===== config.mk =====
export PLATFORM = sky130hd
export DESIGN_NAME = cfgkey_gate
export DESIGN_NICKNAME = d
export VERILOG_FILES = /design/src/rtl/cfgkey_pkg.sv /design/src/rtl/cfgkey_ctrl.sv /design/src/rtl/cfgkey_regs.sv /design/src/rtl/cfgkey_gate.sv
export SDC_FILE = /design/constraint.sdc
export NUM_CORES = 1
export LEC_CHECK = 0
export CAP_MARGIN = 20
export CORE_UTILIZATION = 26
export DETAILED_ROUTE_END_ITERATION = 10
export PLACE_DENSITY_LB_ADDON = 0.25
export SETUP_SLACK_MARGIN = 0.05
export SKIP_CTS_REPAIR_TIMING = 1
export SYNTH_ARGS = -nofsm -noshare
export SYNTH_HDL_FRONTEND = slang
export SYNTH_SLANG_ARGS = --single-unit

===== constraint.sdc =====
create_clock -name clk -period 2.1 [get_ports clk]
set_clock_uncertainty 0.05 [all_clocks]
set_input_delay 0.42 -clock clk [delete_from_list [all_inputs] [get_ports clk]]
set_output_delay 0.42 -clock clk [all_outputs]
set_load 0.05 [all_outputs]

===== src/rtl/cfgkey_pkg.sv =====
package cfgkey_pkg;

  typedef enum logic [2:0] {
    K_IDLE = 3'd0,
    K_GOT1 = 3'd1,
    K_GOT2 = 3'd2,
    K_GOT3 = 3'd3,
    K_OPEN = 3'd4
  } keyState_t;

  typedef enum logic [1:0] {
    RD_NONE = 2'd0,
    RD_IDX  = 2'd1,
    RD_REG  = 2'd2
  } rdSel_t;

  typedef struct packed {
    logic   idxWr;
    logic   regWr;
    logic   rdStrobe;
    rdSel_t rdSel;
  } cfgStrobe_t;

  localparam logic [7:0] REG_EXIT    = 8'h02;
  localparam logic [7:0] REG_LDN     = 8'h07;
  localparam logic [7:0] REG_ID_HI   = 8'h20;
  localparam logic [7:0] REG_ID_LO   = 8'h21;
  localparam logic [7:0] REG_REV     = 8'h22;
  localparam logic [7:0] REG_SEG     = 8'h24;
  localparam logic [7:0] REG_BASE_HI = 8'h64;
  localparam logic [7:0] REG_BASE_LO = 8'h65;
  localparam logic [7:0] EXIT_VALUE  = 8'h02;

endpackage


===== src/rtl/cfgkey_ctrl.sv =====
module cfgkey_ctrl
  import cfgkey_pkg::*;
#(
  parameter int          ADDR_W   = 16,
  parameter logic [15:0] PORT_A   = 16'h002E,
  parameter logic [15:0] PORT_B   = 16'h004E,
  parameter logic [7:0]  KEY0     = 8'h87,
  parameter logic [7:0]  KEY1     = 8'h01,
  parameter logic [7:0]  KEY2     = 8'h55,
  parameter logic [7:0]  KEY3_A   = 8'h55,
  parameter logic [7:0]  KEY3_B   = 8'hAA
) (
  input  logic              clk,
  input  logic              rstN,
  input  logic              portSel,
  input  logic [ADDR_W-1:0] ioAddr,
  input  logic              wrEn,
  input  logic [7:0]        wrData,
  input  logic              rdEn,
  input  logic [7:0]        curIndex,
  output cfgStrobe_t        strb,
  output logic              cfgOpen
);

  localparam logic [ADDR_W-1:0] IDX_A  = ADDR_W'(PORT_A);
  localparam logic [ADDR_W-1:0] IDX_B  = ADDR_W'(PORT_B);
  localparam logic [ADDR_W-1:0] DATA_A = ADDR_W'(PORT_A + 16'd1);
  localparam logic [ADDR_W-1:0] DATA_B = ADDR_W'(PORT_B + 16'd1);

  keyState_t  state, stateNext;
  logic       idxHit, dataHit;
  logic [7:0] expectByte;

  assign idxHit  = (ioAddr == (portSel ? IDX_B : IDX_A));
  assign dataHit = (ioAddr == (portSel ? DATA_B : DATA_A));
  assign cfgOpen = (state == K_OPEN);

  always_comb begin
    unique case (state)
      K_GOT1:  expectByte = KEY1;
      K_GOT2:  expectByte = KEY2;
      K_GOT3:  expectByte = portSel ? KEY3_B : KEY3_A;
      default: expectByte = KEY0;
    endcase
  end

  always_comb begin
    stateNext = state;
    if (state == K_OPEN) begin
      if (wrEn && dataHit && curIndex == REG_EXIT && wrData == EXIT_VALUE)
        stateNext = K_IDLE;
    end else if (wrEn && idxHit) begin
      if (wrData == expectByte) begin
        unique case (state)
          K_IDLE:  stateNext = K_GOT1;
          K_GOT1:  stateNext = K_GOT2;
          K_GOT2:  stateNext = K_GOT3;
          default: stateNext = K_OPEN;
        endcase
      end else if (wrData == KEY0) begin
        stateNext = K_GOT1;
      end else begin
        stateNext = K_IDLE;
      end
    end
  end

  always_ff @(posedge clk or negedge rstN) begin
    if (!rstN) state <= K_IDLE;
    else       state <= stateNext;
  end

  always_comb begin
    strb.idxWr    = cfgOpen && wrEn && idxHit;
    strb.regWr    = cfgOpen && wrEn && dataHit;
    strb.rdStrobe = rdEn;
    if (!cfgOpen)     strb.rdSel = RD_NONE;
    else if (dataHit) strb.rdSel = RD_REG;
    else if (idxHit)  strb.rdSel = RD_IDX;
    else              strb.rdSel = RD_NONE;
  end

endmodule


===== src/rtl/cfgkey_regs.sv =====
module cfgkey_regs
  import cfgkey_pkg::*;
#(
  parameter logic [7:0]  ID_HI     = 8'h87,
  parameter logic [7:0]  ID_LO     = 8'h16,
  parameter logic [7:0]  REV_ID    = 8'h01,
  parameter logic [7:0]  FLASH_LDN = 8'h07,
  parameter int          SEG_W     = 6,
  parameter int          ALIGN_B   = 3,
  parameter logic [15:0] BASE_RST  = 16'h0820
) (
  input  logic       clk,
  input  logic       rstN,
  input  cfgStrobe_t strb,
  input  logic [7:0] wrData,
  output logic [7:0] curIndex,
  output logic [7:0] curLdn,
  output logic [7:0] rdData
);

  localparam int LO_W = 8 - ALIGN_B;

  logic [7:0]       indexQ, ldnQ, baseHiQ;
  logic [SEG_W-1:0] segQ;
  logic [LO_W-1:0]  baseLoQ;
  logic [7:0]       regVal;
  logic             flashSel;

  assign flashSel = (ldnQ == FLASH_LDN);
  assign curIndex = indexQ;
  assign curLdn   = ldnQ;

  always_comb begin
    case (indexQ)
      REG_ID_HI:   regVal = ID_HI;
      REG_ID_LO:   regVal = ID_LO;
      REG_REV:     regVal = REV_ID;
      REG_LDN:     regVal = ldnQ;
      REG_SEG:     regVal = 8'(segQ);
      REG_BASE_HI: regVal = flashSel ? baseHiQ : 8'hFF;
      REG_BASE_LO: regVal = flashSel ? {baseLoQ, {ALIGN_B{1'b0}}} : 8'hFF;
      default:     regVal = 8'h00;
    endcase
  end

  always_ff @(posedge clk or negedge rstN) begin
    if (!rstN) begin
      indexQ  <= 8'h00;
      ldnQ    <= 8'h00;
      segQ    <= '0;
      baseHiQ <= BASE_RST[15:8];
      baseLoQ <= BASE_RST[7:ALIGN_B];
    end else begin
      if (strb.idxWr) indexQ <= wrData;
      if (strb.regWr) begin
        case (indexQ)
          REG_LDN: ldnQ <= wrData;
          REG_SEG: segQ <= wrData[SEG_W-1:0];
          REG_BASE_HI: if (flashSel) baseHiQ <= wrData;
          REG_BASE_LO: if (flashSel) baseLoQ <= wrData[7:ALIGN_B];
          default: ;
        endcase
      end
    end
  end

  always_ff @(posedge clk or negedge rstN) begin
    if (!rstN) rdData <= 8'hFF;
    else if (strb.rdStrobe) begin
      unique case (strb.rdSel)
        RD_REG:  rdData <= regVal;
        RD_IDX:  rdData <= indexQ;
        default: rdData <= 8'hFF;
      endcase
    end
  end

endmodule


===== src/rtl/cfgkey_gate.sv =====
module cfgkey_gate
  import cfgkey_pkg::*;
#(
  parameter int          ADDR_W = 16,
  parameter logic [15:0] PORT_A = 16'h002E,
  parameter logic [15:0] PORT_B = 16'h004E,
  parameter logic [7:0]  ID_HI  = 8'h87,
  parameter logic [7:0]  ID_LO  = 8'h16,
  parameter logic [7:0]  REV_ID = 8'h01
) (
  input  logic              clk,
  input  logic              rstN,
  input  logic              portSel,
  input  logic [ADDR_W-1:0] ioAddr,
  input  logic              wrEn,
  input  logic [7:0]        wrData,
  input  logic              rdEn,
  output logic [7:0]        rdData,
  output logic              cfgOpen
);

  cfgStrobe_t strb;
  logic [7:0] curIndex;
  logic [7:0] curLdn;

  cfgkey_ctrl #(
    .ADDR_W(ADDR_W), .PORT_A(PORT_A), .PORT_B(PORT_B)
  ) u_ctrl (
    .clk(clk), .rstN(rstN), .portSel(portSel), .ioAddr(ioAddr),
    .wrEn(wrEn), .wrData(wrData), .rdEn(rdEn), .curIndex(curIndex),
    .strb(strb), .cfgOpen(cfgOpen)
  );

  cfgkey_regs #(
    .ID_HI(ID_HI), .ID_LO(ID_LO), .REV_ID(REV_ID)
  ) u_regs (
    .clk(clk), .rstN(rstN), .strb(strb), .wrData(wrData),
    .curIndex(curIndex), .curLdn(curLdn), .rdData(rdData)
  );

endmodule


* Word-level counts from Yosys, hierarchy flattened
Cells that the tools add are included.
Cells by class: reduce and logical (&&, ||, !) cells 14, multiplexer cells 17, eq/ne operators 21
Operators by type and width (number):
- one-hot mux 8 bit (7 select lines) | 1
- == test 16 bit | 2
- == test 8 x 6 -> 1 bit (second input constant) | 4
- two-way mux 8 bit | 3
- one-hot mux 8 bit (3 select lines) | 1
- == test 8 x 2 -> 1 bit (second input constant) | 2
- == test 8 x 3 -> 1 bit (second input constant) | 2
- == test 8 x 7 -> 1 bit (second input constant) | 2
- one-hot mux 8 bit (2 select lines) | 1
- two-way mux 7 bit | 2
- two-way mux 3 bit | 4
- one-hot mux 3 bit (3 select lines) | 1
- == test 8 bit | 1
- == test 8 bit (second input constant) | 1
- logical AND 1 bit | 7
- == test 3 x 2 -> 1 bit (second input constant) | 2
- AND reduction 2 bit | 3
- AND reduction 3 bit | 2
- two-way mux 2 bit | 2
- == test 3 x 1 -> 1 bit (second input constant) | 1
- == test 3 bit (second input constant) | 1
- zero test 3 bit | 1
- == test 2 x 1 -> 1 bit (second input constant) | 1
- == test 2 bit (second input constant) | 1
- 3 further kinds | 4
Word-level totals: flip-flop bits (word level) 46, output and inout bits 9

* Logic depth before layout (Yosys ltp)
depth in word-level cells 7, depth in mapped cells 9, gate-level depth less buffers 9

* Modules after synthesis
Synthesis repeated with hierarchy kept, for this count alone.
Unflattened totals: cell total of the unflattened synthesis 270, area, all modules 2771.4 µm²
By module, submodules not included:
- cfgkey_regs | area each 2164.6 µm², seq. area each 1088.5 µm², cells an instance 182, instances 1
- cfgkey_ctrl | area each 606.8 µm², seq. area each 75.1 µm², cells an instance 88, instances 1

* Worst setup path after synthesis
OpenSTA, ideal clock, no wires.
path type reg2reg, start register u_ctrl.state[0], end register u_regs.baseLoQ[0], path slack -0.369 ns, stages on the path, launching flop included 9, buffers on the path 2, arrival time 2.294 ns, clock period less this slack 2.469 ns, data required time 1.925 ns, library setup time 0.125 ns, cell sequence dfrtp_1 buf_6 nor3b_4 nand2_2 nor4_4 nand2_2 or3_1 buf_6 mux2_4
Between the ends: cells in the longest elaborated chain, start to end 4
Ends and longest elaborated chain:
- start, declared | RTL line cfgkey_ctrl.sv:30 | keyState_t state, stateNext;
- start signal, assigned | RTL line cfgkey_ctrl.sv:70 | else state <= stateNext;
- == test 3 bit | RTL line cfgkey_ctrl.sv:36 | assign cfgOpen = (state == K_OPEN);
- via cfgOpen | RTL line cfgkey_gate.sv:19 | output logic cfgOpen
- logical AND 1 bit (2 in a row) | RTL line cfgkey_ctrl.sv:75 | strb.regWr = cfgOpen && wrEn && dataHit;
- AND reduction 3 bit (no source line)
- end signal, assigned | RTL line cfgkey_regs.sv:52 | baseLoQ <= BASE_RST[7:ALIGN_B];
- end signal, assigned | RTL line cfgkey_regs.sv:60 | REG_BASE_LO: if (flashSel) baseLoQ <= wrData[7:ALIGN_B];
- end, declared | RTL line cfgkey_regs.sv:25 | logic [LO_W-1:0] baseLoQ;
The timed path passes the listed nets, and every way through them passes these cells. A chain may end at the register's enable or synchronous reset.

* Worst setup path after layout
start register u_ctrl.state[0], end register u_regs.baseLoQ[1]
Between the ends: cells in the longest elaborated chain, start to end 4
Ends and longest elaborated chain (RTL line):
- == test 3 bit | cfgkey_ctrl.sv:36
- logical AND 1 bit (2 in a row) | cfgkey_ctrl.sv:75
- AND reduction 3 bit (no source line)
No other way between the ends.

==> flow_summary_export.csv <==
group,metric,value,unit
run_status,status,"complete, but fails checks",
run_status,violations,"setup timing",
timing,finalMaxSlewViolations,0,
clocking,cts_tree,"yes",
setup_path,reg2reg_from,"u_ctrl.state[0]",
setup_path,cp.required,2250,ps
global_route,grt_pass1_vias,2330,
detailed_routing,wire_per_inst,16.5,um
finish,num_antenna_cells,0,
yosys,synth_xor_area_share,0,%
detailed_routing,met2_length,3860,um
setup_path,r2r.worst_path.cells,6,
global_route,grt_use_total,14.9,%
clocking,clkTransAtPathRegs,90,ps
finish,mostFrequentLayoutCells,"buf_4, dfrtp_1, mux2_4",
timing,relSlewSlack,62.9,%
detailed_routing,dr.pass1.iters,5,
yosys,ys_async_sr_fraction,100,%
detailed_routing,wl_met3,324,um
setup_path,crit_slowest_cell,"dfrtp_2",
setup_path,crit_arrival,2330,ps
finish,num-nets-final,383,
run,cap_violations,0,
detailed_routing,drc,0,
placement,numPortBuffers,37,
detailed_routing,wl_met1,3770,um
clocking,clkSinkCount,46,
detailed_routing,drtIter0Drc,109,
pwr,power.share.clock,35.5,%
setup_path,path_buf_inv,0,
yosys,ys_seq_area_share,43.1,%
pwr,swShare,25.7,%
min_path,hold_path.class,"in -> async",
setup_path,cp_max_fo,5,
timing,tightest_slew,557,ps
pwr,p_total,1.63,mW
floorplan,rows,36,
floorplan,core_area,9910,um^2
yosys,synth_warnings,0,
pwr,leakage,1.91,nW
clocking,insertion_delay,310,ps
yosys,synth_mux_area_share,17.9,%
finish,area_growth,52.6,%
floorplan,fp.dieArea,10800,um^2
clocking,cts_root_buf,"clkbuf_8",
setup_path,startpoint_type,"flip-flop",
yosys,synth_top_family_by_area,"simple AND/OR/NAND/NOR gates",
global_route,grt_max_degree,25,
floorplan,io_pins,38,
yosys,synth-seq-cells,46,
timing,hold_viol,0,
global_route,globalRoute.totalOverflow,0,
timing,min_period,2170,ps
yosys,synth_compound_gate_area_share,12.6,%
placement,hpwl,6080,um
finish,fin_util,41.6,%
yosys,synth_cell_types,59,
timing,finalWorstSetupSlack,-74.8,ps
pwr,p_seq_share,54.5,%
pwr,power.internal,1.21,mW
yosys,syn_area,2700,um^2
detailed_routing,via_count,2338,
timing,period_share,104,%
yosys,synthSimpleGateAreaFrac,22.2,%
global_route,antenna_found_initial,0,
setup_path,rrSetupSlack,-70,ps
setup_path,crit_family,"simple AND/OR/NAND/NOR gates",
yosys,syn_avg_cell_area,10.6,um^2
timing,grt_setup_unrepaired,"yes",
finish,final_common_cell,"buf_4",
global_route,grt_pass1_wl,12600,um
timing,max_freq,0.460,GHz
detailed_routing,vias_per_cell,4.81,
yosys,syn_inst,255,
floorplan,die_x,104,um
yosys,synth_edf_count,0,
setup_path,crit_type,"reg -> reg",
pwr,combPwrFrac,9.9,%
setup_path,path_cells,"nor3b_4 -> nand2_2 -> nor4_4 -> nand2_2 -> or3_4 -> mux2_4",
setup_path,worst_setup_path_end_kind,"flip-flop",
finish,drive_above_1_share,51.0,%
detailed_routing,antenna_left,0,
yosys,synthAdderAreaFrac,0.927,%
yosys,synth_nets,286,
clocking,cts_made_buffers,5,
setup_path,max_stage_delay,460,ps
floorplan,die_h,104,um
pwr,peakVddDrop,255,uV
placement,place_inst,468,
floorplan,initial_core_util,27.2,%
pwr,p_sw,418,uW
pwr,power_density,395,nW/um^2
finish,final_cell_count_no_fill,486,
yosys,synthFlopType,"dfrtp_1",
detailed_routing,drt_wl_total,8010,um
clocking,h-tree-depth,2,
clocking,cts_buffer_depth,2,
placement,globalplace.congestion,0.791,
timing,setup_viol,22,
setup_path,critPathMostFrequentCell,"nand2_2",
setup_path,r2r-end,"u_regs.baseLoQ[1]",
detailed_routing,top_layer,"met4",
## cell usage after synthesis, types with 4 or more instances
| library cell | instances | area [um^2] |
|---|---|---|
| dfrtp_1 | 36 | 901 |
| mux2i_1 | 6 | 60.1 |
| nor3_1 | 6 | 30.0 |
| nand2_1 | 15 | 56.3 |
| nor2b_1 | 4 | 25.0 |
| clkbuf_1 | 6 | 22.5 |
| a21oi_1 | 19 | 95.1 |
| nor2_1 | 22 | 82.6 |
| inv_1 | 6 | 22.5 |
| and3_1 | 4 | 25.0 |
| mux2_2 | 28 | 315 |
| nand3_1 | 7 | 35.0 |
| dfstp_2 | 10 | 263 |
| o21ai_0 | 9 | 45.0 |
| mux2_4 | 5 | 75.1 |
## cell type report
type	count	area [um^2]
repair buffers	103	951
multi-input cells	190	1720
fillers	959	5790
flip-flops and latches	46	1170
clock buffers	5	68.8
inverters	6	22.5
clock inverters	3	25.0
well taps	133	166
## registers in the layout, summed over array words and instances, names as in the netlist
signal           cells
u_ctrl.state         3
u_regs.curIndex      8
u_regs.baseHiQ       8
u_regs.baseLoQ       5
u_regs.rdData        8
u_regs.segQ          6
u_regs.curLdn        8
## worst max-delay path by stage
stage / from / to / slack, ps / depth (start not counted)
global route: u_ctrl.state[0] / u_regs.baseLoQ[4] / -150 / 6
global placement: ioAddr[4] / u_regs.rdData[7] / -690 / 10
detailed placement: ioAddr[4] / u_regs.rdData[1] / -770 / 10
floorplan: u_ctrl.state[0] / u_regs.baseLoQ[0] / -370 / 8
finish: u_ctrl.state[0] / u_regs.baseLoQ[1] / -70 / 6
CTS: ioAddr[4] / u_regs.rdData[1] / -450 / 10
## cell families after synthesis
group                      after synthesis
and+or+nand+nor                         94
AOI/OAI and AO/OA                       52
DFF                                     46
muxes                                   42
buffers and inverters                   19
adders and majority gates                2
## power groups by stage
stage / logic, mW / clock network (mW) / registers, mW
2_1_floorplan: 0.0207 / 0 / 0.903
3_3_place_gp: 0.155 / 0 / 0.903
3_5_place_dp: 0.156 / 0 / 0.903
4_1_cts: 0.156 / 0.598 / 0.886
5_1_grt: 0.176 / 0.633 / 0.886
6_report: 0.161 / 0.578 / 0.886
## metal layers
metal	global-route usage (%)	up-vias
met3	3.20	5
met4	2.45	0
met2	24.1	40
met1	20.7	1153
met5	0	-
li1	-	1140
## through the flow
| stage | cell area [um^2] | hold WS [ps] | worst slack, ps | setup TNS [ps] |
|---|---|---|---|---|
| 4_1_cts | 3860 | 50.0 | -448 | -9350 |
| 5_1_grt | 4120 | 78.4 | -153 | -2910 |
| 3_3_place_gp | 3760 | 392 | -694 | -23170 |
| 6_report | 4120 | 36.9 | -74.8 | -940 |
| 2_1_floorplan | 2860 | 74.4 | -366 | -8550 |
| 3_5_place_dp | 3760 | 400 | -772 | -24090 |
No activity file was read; power rests on OpenSTA's default activity.
